[config.mk]
export PLATFORM = sky130hd
export DESIGN_NAME = lcd_host_if
export DESIGN_NICKNAME = d
export VERILOG_FILES = /design/src/rtl/lcd_hif_pkg.sv /design/src/rtl/hif_sync.sv /design/src/rtl/hif_par.sv /design/src/rtl/hif_ser.sv /design/src/rtl/lcd_host_if.sv
export SDC_FILE = /design/constraint.sdc
export NUM_CORES = 1
export LEC_CHECK = 0
export ABC_AREA = 1
export BUFFER_PORTS_ARGS = -buffer_cell sky130_fd_sc_hd__buf_2
export CAP_MARGIN = 20
export CORE_MARGIN = 5
export CORE_UTILIZATION = 33
export CTS_BUF_LIST = sky130_fd_sc_hd__clkbuf_4
export DETAILED_ROUTE_END_ITERATION = 12
export GPL_TIMING_DRIVEN = 0
export HOLD_SLACK_MARGIN = 0.1
export SYNTH_ARGS = -nofsm -noshare
export SYNTH_HDL_FRONTEND = slang
export SYNTH_SLANG_ARGS = --single-unit
[constraint.sdc]
create_clock -name clk -period 1.1 [get_ports clk]
set_input_delay 0.055 -clock clk [delete_from_list [all_inputs] [get_ports clk]]
set_output_delay 0.055 -clock clk [all_outputs]
set_load 0.02 [all_outputs]
[src/rtl/lcd_hif_pkg.sv]
package lcd_hif_pkg;
  localparam int unsigned HIF_DATA_W = 8;
  // indices inside the synchronized pin vector
  localparam int unsigned PIN_PAR  = HIF_DATA_W + 6;
  localparam int unsigned PIN_M68  = HIF_DATA_W + 5;
  localparam int unsigned PIN_CSN  = HIF_DATA_W + 4;
  localparam int unsigned PIN_CS   = HIF_DATA_W + 3;
  localparam int unsigned PIN_A0   = HIF_DATA_W + 2;
  localparam int unsigned PIN_STA  = HIF_DATA_W + 1;
  localparam int unsigned PIN_STB  = HIF_DATA_W;
  localparam int unsigned PIN_W    = HIF_DATA_W + 7;

  typedef struct packed {
    logic                  is_data;
    logic [HIF_DATA_W-1:0] value;
  } hif_xfer_t;
endpackage

[src/rtl/hif_sync.sv]
module hif_sync #(
  parameter int unsigned W      = 15,
  parameter int unsigned STAGES = 2,
  parameter logic [W-1:0] RST_VAL = '0
) (
  input  logic         clk,
  input  logic         rst_n,
  input  logic [W-1:0] d,
  output logic [W-1:0] q
);
  logic [W-1:0] stage_q [STAGES];

  for (genvar s = 0; s < STAGES; s++) begin : g_stage
    if (s == 0) begin : g_first
      always_ff @(posedge clk or negedge rst_n) begin
        if (!rst_n) stage_q[s] <= RST_VAL;
        else        stage_q[s] <= d;
      end
    end else begin : g_rest
      always_ff @(posedge clk or negedge rst_n) begin
        if (!rst_n) stage_q[s] <= RST_VAL;
        else        stage_q[s] <= stage_q[s-1];
      end
    end
  end

  assign q = stage_q[STAGES-1];
endmodule

[src/rtl/hif_par.sv]
module hif_par
  import lcd_hif_pkg::*;
#(
  parameter int unsigned DATA_W = HIF_DATA_W
) (
  input  logic              clk,
  input  logic              rst_n,
  input  logic              en,
  input  logic              m68,
  input  logic              strb_a,
  input  logic              strb_b,
  input  logic              a0,
  input  logic [DATA_W-1:0] din,
  output logic              wr_pls,
  output logic              rd_pls,
  output logic              wr_is_data,
  output logic [DATA_W-1:0] wr_data,
  output logic              oe,
  output logic              rd_a0
);
  logic              rd_act, wr_act;
  logic              rd_q, wr_q;
  logic [DATA_W-1:0] hold_d_q, hold_d_d;
  logic              hold_a0_q, hold_a0_d;
  logic              wr_pls_d, rd_pls_d;
  logic [DATA_W-1:0] wr_data_d;
  logic              wr_isd_d;

  always_comb begin
    if (m68) begin
      rd_act = en & strb_a & strb_b;
      wr_act = en & strb_a & ~strb_b;
    end else begin
      rd_act = en & ~strb_a;
      wr_act = en & strb_a & ~strb_b;
    end
  end

  always_comb begin
    hold_d_d  = hold_d_q;
    hold_a0_d = hold_a0_q;
    if (wr_act) begin
      hold_d_d  = din;
      hold_a0_d = a0;
    end else if (rd_act) begin
      hold_a0_d = a0;
    end
    wr_pls_d  = wr_q & ~wr_act;
    rd_pls_d  = rd_q & ~rd_act & hold_a0_q;
    wr_data_d = wr_pls_d ? hold_d_q  : wr_data;
    wr_isd_d  = wr_pls_d ? hold_a0_q : wr_is_data;
  end

  always_ff @(posedge clk or negedge rst_n) begin
    if (!rst_n) begin
      rd_q       <= 1'b0;
      wr_q       <= 1'b0;
      hold_d_q   <= '0;
      hold_a0_q  <= 1'b0;
      wr_pls     <= 1'b0;
      rd_pls     <= 1'b0;
      wr_data    <= '0;
      wr_is_data <= 1'b0;
    end else begin
      rd_q       <= rd_act;
      wr_q       <= wr_act;
      hold_d_q   <= hold_d_d;
      hold_a0_q  <= hold_a0_d;
      wr_pls     <= wr_pls_d;
      rd_pls     <= rd_pls_d;
      wr_data    <= wr_data_d;
      wr_is_data <= wr_isd_d;
    end
  end

  assign oe    = rd_q;
  assign rd_a0 = hold_a0_q;

  AST_WR_PULSE_SINGLE: assert property (@(posedge clk) disable iff (!rst_n)
    wr_pls |=> !wr_pls);
  AST_RD_PULSE_SINGLE: assert property (@(posedge clk) disable iff (!rst_n)
    rd_pls |=> !rd_pls);
  AST_OE_NEEDS_SEL: assert property (@(posedge clk) disable iff (!rst_n)
    oe |-> $past(en));
endmodule

[src/rtl/hif_ser.sv]
module hif_ser
  import lcd_hif_pkg::*;
#(
  parameter int unsigned DATA_W = HIF_DATA_W
) (
  input  logic              clk,
  input  logic              rst_n,
  input  logic              en,
  input  logic              sclk,
  input  logic              sdi,
  input  logic              a0,
  output logic              byte_vld,
  output logic              byte_is_data,
  output logic [DATA_W-1:0] byte_val
);
  localparam int unsigned CNT_W = $clog2(DATA_W);
  localparam logic [CNT_W-1:0] CNT_LAST = CNT_W'(DATA_W - 1);

  logic              sclk_q;
  logic [CNT_W-1:0]  cnt_q, cnt_d;
  logic [DATA_W-1:0] sh_q, sh_d;
  logic              vld_d, isd_d;
  logic [DATA_W-1:0] val_d;
  logic              rise;

  assign rise = en & sclk & ~sclk_q;

  always_comb begin
    cnt_d = cnt_q;
    sh_d  = sh_q;
    vld_d = 1'b0;
    isd_d = byte_is_data;
    val_d = byte_val;
    if (!en) begin
      cnt_d = '0;
      sh_d  = '0;
    end else if (rise) begin
      sh_d  = {sh_q[DATA_W-2:0], sdi};
      cnt_d = cnt_q + 1'b1;
      if (cnt_q == CNT_LAST) begin
        vld_d = 1'b1;
        val_d = {sh_q[DATA_W-2:0], sdi};
        isd_d = a0;
      end
    end
  end

  always_ff @(posedge clk or negedge rst_n) begin
    if (!rst_n) begin
      sclk_q       <= 1'b0;
      cnt_q        <= '0;
      sh_q         <= '0;
      byte_vld     <= 1'b0;
      byte_is_data <= 1'b0;
      byte_val     <= '0;
    end else begin
      sclk_q       <= sclk;
      cnt_q        <= cnt_d;
      sh_q         <= sh_d;
      byte_vld     <= vld_d;
      byte_is_data <= isd_d;
      byte_val     <= val_d;
    end
  end

  AST_SER_CLEAR_ON_DESEL: assert property (@(posedge clk) disable iff (!rst_n)
    !en |=> (cnt_q == '0));
  AST_SER_EIGHTH_EDGE: assert property (@(posedge clk) disable iff (!rst_n)
    byte_vld |-> ($past(cnt_q) == CNT_LAST));
endmodule

[src/rtl/lcd_host_if.sv]
module lcd_host_if
  import lcd_hif_pkg::*;
#(
  parameter int unsigned SYNC_STAGES = 2
) (
  input  logic                  clk,
  input  logic                  rst_n,
  input  logic                  par_sel,
  input  logic                  m68_sel,
  input  logic                  cs_n,
  input  logic                  cs,
  input  logic                  a0,
  input  logic                  strb_a,
  input  logic                  strb_b,
  input  logic [HIF_DATA_W-1:0] db_in,
  output logic [HIF_DATA_W-1:0] db_out,
  output logic                  db_oe,
  output logic                  core_wr,
  output logic                  core_is_data,
  output logic [HIF_DATA_W-1:0] core_wdata,
  output logic                  core_rd,
  input  logic [HIF_DATA_W-1:0] core_rdata,
  input  logic                  core_busy
);
  localparam logic [PIN_W-1:0] PIN_RST = PIN_W'(1) << PIN_CSN;

  logic [PIN_W-1:0] pin_s;
  logic             sel_s, par_en, ser_en;
  logic             par_wr, par_rd, par_isd, par_oe, par_a0;
  logic [HIF_DATA_W-1:0] par_data;
  logic             ser_vld, ser_isd;
  logic [HIF_DATA_W-1:0] ser_data;
  hif_xfer_t        wr_x;

  hif_sync #(.W(PIN_W), .STAGES(SYNC_STAGES), .RST_VAL(PIN_RST)) i_sync (
    .clk(clk), .rst_n(rst_n),
    .d({par_sel, m68_sel, cs_n, cs, a0, strb_a, strb_b, db_in}),
    .q(pin_s)
  );

  assign sel_s  = ~pin_s[PIN_CSN] & pin_s[PIN_CS];
  assign par_en = sel_s &  pin_s[PIN_PAR];
  assign ser_en = sel_s & ~pin_s[PIN_PAR];

  hif_par #(.DATA_W(HIF_DATA_W)) i_par (
    .clk(clk), .rst_n(rst_n), .en(par_en), .m68(pin_s[PIN_M68]),
    .strb_a(pin_s[PIN_STA]), .strb_b(pin_s[PIN_STB]), .a0(pin_s[PIN_A0]),
    .din(pin_s[HIF_DATA_W-1:0]),
    .wr_pls(par_wr), .rd_pls(par_rd), .wr_is_data(par_isd), .wr_data(par_data),
    .oe(par_oe), .rd_a0(par_a0)
  );

  hif_ser #(.DATA_W(HIF_DATA_W)) i_ser (
    .clk(clk), .rst_n(rst_n), .en(ser_en),
    .sclk(pin_s[HIF_DATA_W-2]), .sdi(pin_s[HIF_DATA_W-1]), .a0(pin_s[PIN_A0]),
    .byte_vld(ser_vld), .byte_is_data(ser_isd), .byte_val(ser_data)
  );

  always_comb begin
    if (ser_vld) wr_x = '{is_data: ser_isd, value: ser_data};
    else         wr_x = '{is_data: par_isd, value: par_data};
  end

  assign core_wr      = par_wr | ser_vld;
  assign core_is_data = wr_x.is_data;
  assign core_wdata   = wr_x.value;
  assign core_rd      = par_rd;
  assign db_oe        = par_oe;
  assign db_out       = par_a0 ? core_rdata : {core_busy, {(HIF_DATA_W-1){1'b0}}};

  AST_WR_RD_EXCLUSIVE: assert property (@(posedge clk) disable iff (!rst_n)
    !(core_wr && core_rd));
  AST_SERIAL_NO_DRIVE: assert property (@(posedge clk) disable iff (!rst_n)
    (!pin_s[PIN_PAR] && $past(!pin_s[PIN_PAR])) |-> !db_oe);
endmodule

==> results.json <==
{
  "status": "finished with violations",
  "violations": "setup timing",
  "numCtsBuffers": 9,
  "grt_pass1_wl_um": 9720,
  "cp-end-kind": "output port",
  "vdd_drop_max_mv": 0.727,
  "synth_nets": 294,
  "setup_violations": 56,
  "via_count": 2067,
  "seq_area_um2": 1830,
  "die_w_um": 101,
  "die_area_um2": 10100,
  "slowest_delay_ps": 410,
  "path_common_cell": "nand2_2",
  "post_synth_and_or_nand_nor_area_fraction_pct": 25.7,
  "slew_viol_final": 0,
  "wl_per_cell_um": 12.4,
  "syn_avg_cell_area_um2": 10.2,
  "grtUsageTotal_pct": 12.4,
  "grt_pass1_vias": 2112,
  "muxShareOfSynthArea_pct": 0.416,
  "rows": 33,
  "worst-setup-path-type": "reg2out",
  "htreeDepth": 3,
  "synth_compound_area_share_pct": 0.555,
  "critPathArrivalTime_ps": 1320,
  "grt_overflow": 0,
  "globalplace.congestion": 0.750,
  "final_common_cell": "dfrtp_1",
  "final_util_pct": 51.4,
  "drt_iter0_markers": 109,
  "dpl.cell_count": 416,
  "worstHoldPathType": "in2async",
  "drc": 0,
  "yosysWarnings": 0,
  "ys_types": 25,
  "crit_slowest_cell": "dfrtp_1",
  "clockBufferDepth": 2,
  "io_pins": 46,
  "synth_xor_area_share_pct": 0,
  "start_util_pct": 33.4,
  "grt_max_degree": 74,
  "n_antenna_cell": 0,
  "post-place-ws_ps": -139,
  "fillers": 720,
  "slew_headroom_pct": 57.3,
  "placed_area_um2": 3090,
  "wirelength_um": 5810,
  "most-common-layout-cells": "dfrtp_1, nand2_1, nand2_2",
  "crit_path_max_fanout": 5,
  "multiInputGateArea_um2": 1160,
  "finalClockSkew_ps": 17.9,
  "finalInstanceArea_um2": 4160,
  "synthesis.area_um2": 2710,
  "cts_sinks": 73,
  "start_kind": "flip-flop",
  "vias_per_cell": 4.42,
  "syn_inst": 266,
  "cap_violations": 0,
  "drt-pass1-iter-count": 4,
  "synth_top_family_by_area": "simple AND/OR/NAND/NOR gates",
  "drive_gt1_share_pct": 54.0,
  "tritoncts": "built",
  "tightest_slew_ps": 640,
  "finalHoldViolations": 0,
  "stdcell_count": 468,
  "p_per_area_nw_per_um2": 1420,
  "finalNetCount": 387,
  "p_leak_nw": 2.24,
  "worst-path-buf-inv": 3,
  "critPathTopFamily": "buffers and inverters",
  "worstSkewPairLatency_ps": 390,
  "io_buffers": 45,
  "min_period_ps": 1370,
  "synth-seq-cells": 73,
  "ant_nets": 0,
  "synthToLayoutAreaGrowth_pct": 53.7,
  "worstPathCellList": "clkbuf_8, buf_12, nand2_2, nand2_2, buf_6",
  "fin_crit_sh_pct": 125,
  "cts_root_buf": "clkbuf_4",
  "required_ps": 1040,
  "die_h_um": 101,
  "rsz0062_at_grt": "true",
  "seq_area_frac_synth_pct": 67.6,
  "dp_hpwl_um": 3330,
  "final.setup.worst_slack_ps": -275,
  "path_clk_slew_ps": 120,
  "fmax_ghz": 0.727,
  "fin_hold_ws_ps": 205,
  "antenna_found_initial": 0,
  "synthAdderAreaFrac_pct": 0.925,
  "core_um2": 8090
}
synthesized netlist by cell type (all sizes together):
master | n | area (um^2)
ha | 2 | 25.0
nand2 | 128 | 483
mux2 | 1 | 11.3
clkbuf | 2 | 7.51
nand3 | 23 | 133
nor2 | 7 | 67.6
dfstp | 2 | 52.6
and3 | 1 | 6.26
or2 | 1 | 6.26
o21ai | 3 | 15.0
buf | 5 | 46.3
clkinv | 1 | 3.75
inv | 19 | 71.3
dfrtp | 71 | 1780
through the flow:
| step | TNS [ps] | power (mW) |
|---|---|---|
| 4_1_cts | -6120 | 5.92 |
| 2_1_floorplan | 0 | 3.43 |
| 3_3_place_gp | -33020 | 3.71 |
| 6_report | -5760 | 5.90 |
| 3_5_place_dp | -3000 | 3.73 |
| 5_1_grt | -9380 | 6.24 |
registers in the layout, indices dropped and copies added, names as in the netlist, 3 cells and up:
register        cells
i_sync.q           15
i_par.hold_d_q      8
i_ser.byte_val      8
i_par.wr_data       8
i_sync.stage_q     15
i_ser.sh_q          7
i_ser.cnt_q         3
layout make-up:
| class | count | area share (%) |
|---|---|---|
| Buffer | 6 | 1.77 |
| Clock buffer | 9 | 1.62 |
| Clock inverter | 6 | 2.02 |
| Inverter | 20 | 2.11 |
| Multi-Input combinational cell | 169 | 27.9 |
| Sequential cell | 73 | 44.0 |
| Tap cell | 105 | 3.16 |
| Timing Repair Buffer | 80 | 17.4 |
kinds of logic (layout without fill, tap and decap cells):
family | after synthesis | count (layout)
AND/OR/NAND/NOR | 160 | 163
flip-flops | 73 | 73
buffers and inverters | 27 | 121
AO/OA/AOI/OAI | 3 | 3
adder cells (fa/ha/maj) | 2 | 2
multiplexers | 1 | 1
worst reg2reg max path, delay by kind of cell (launching register included):
family        cells  cell delay, ps
flops             1             420
fa+ha+maj         2             420
buf+inv           2             200
simple gates      1             130
per-layer routing:
metal  track usage [%]  up-vias  part of all wire, %
met4              6.22        0                 0.88
met3              2.49        6                  4.9
li1                  -     1011                    -
met2              19.7       53                   50
met5                 0        -                    0
met1              16.0      997                   45
timing repair:
item	4_1_cts	5_1_grt
endpoints found under the setup margin	57	58
gates cloned	6	0
pin swaps	48	29
resized for setup	142	41
setup buffers	13	3
hold endpoints to repair	86	0
hold buffers	16	0
worst paths after layout:
check                                                   from                           end  slack, ps  depth (start not counted)
worst max-delay path                i_ser.byte_vld$_DFF_PN0_                 core_wdata[0]       -270                          5
worst min-delay path                                   rst_n     i_ser.sh_q[5]$_DFFE_PN0P_        200                          2
worst max register to register    i_ser.cnt_q[0]$_DFFE_PN0P_      i_ser.byte_vld$_DFF_PN0_       -110                          5
worst min register to register  i_sync.stage_q[24]$_DFF_PN0_         i_sync.q[9]$_DFF_PN0_        350                          0
max in group asynchronous                              rst_n        i_sync.q[11]$_DFF_PN0_        430                          2
min in group clk                                    db_in[2]  i_sync.stage_q[17]$_DFF_PN0_        300                          2
power by group:
group | switching, mW | internal [mW] | total, mW
Sequential | 0.129 | 2.89 | 3.01
Combinational | 0.576 | 0.530 | 1.11
Clock | 0.881 | 0.903 | 1.78
Total | 1.59 | 4.32 | 5.90
Note: power is estimated with default switching activity, not from simulation.
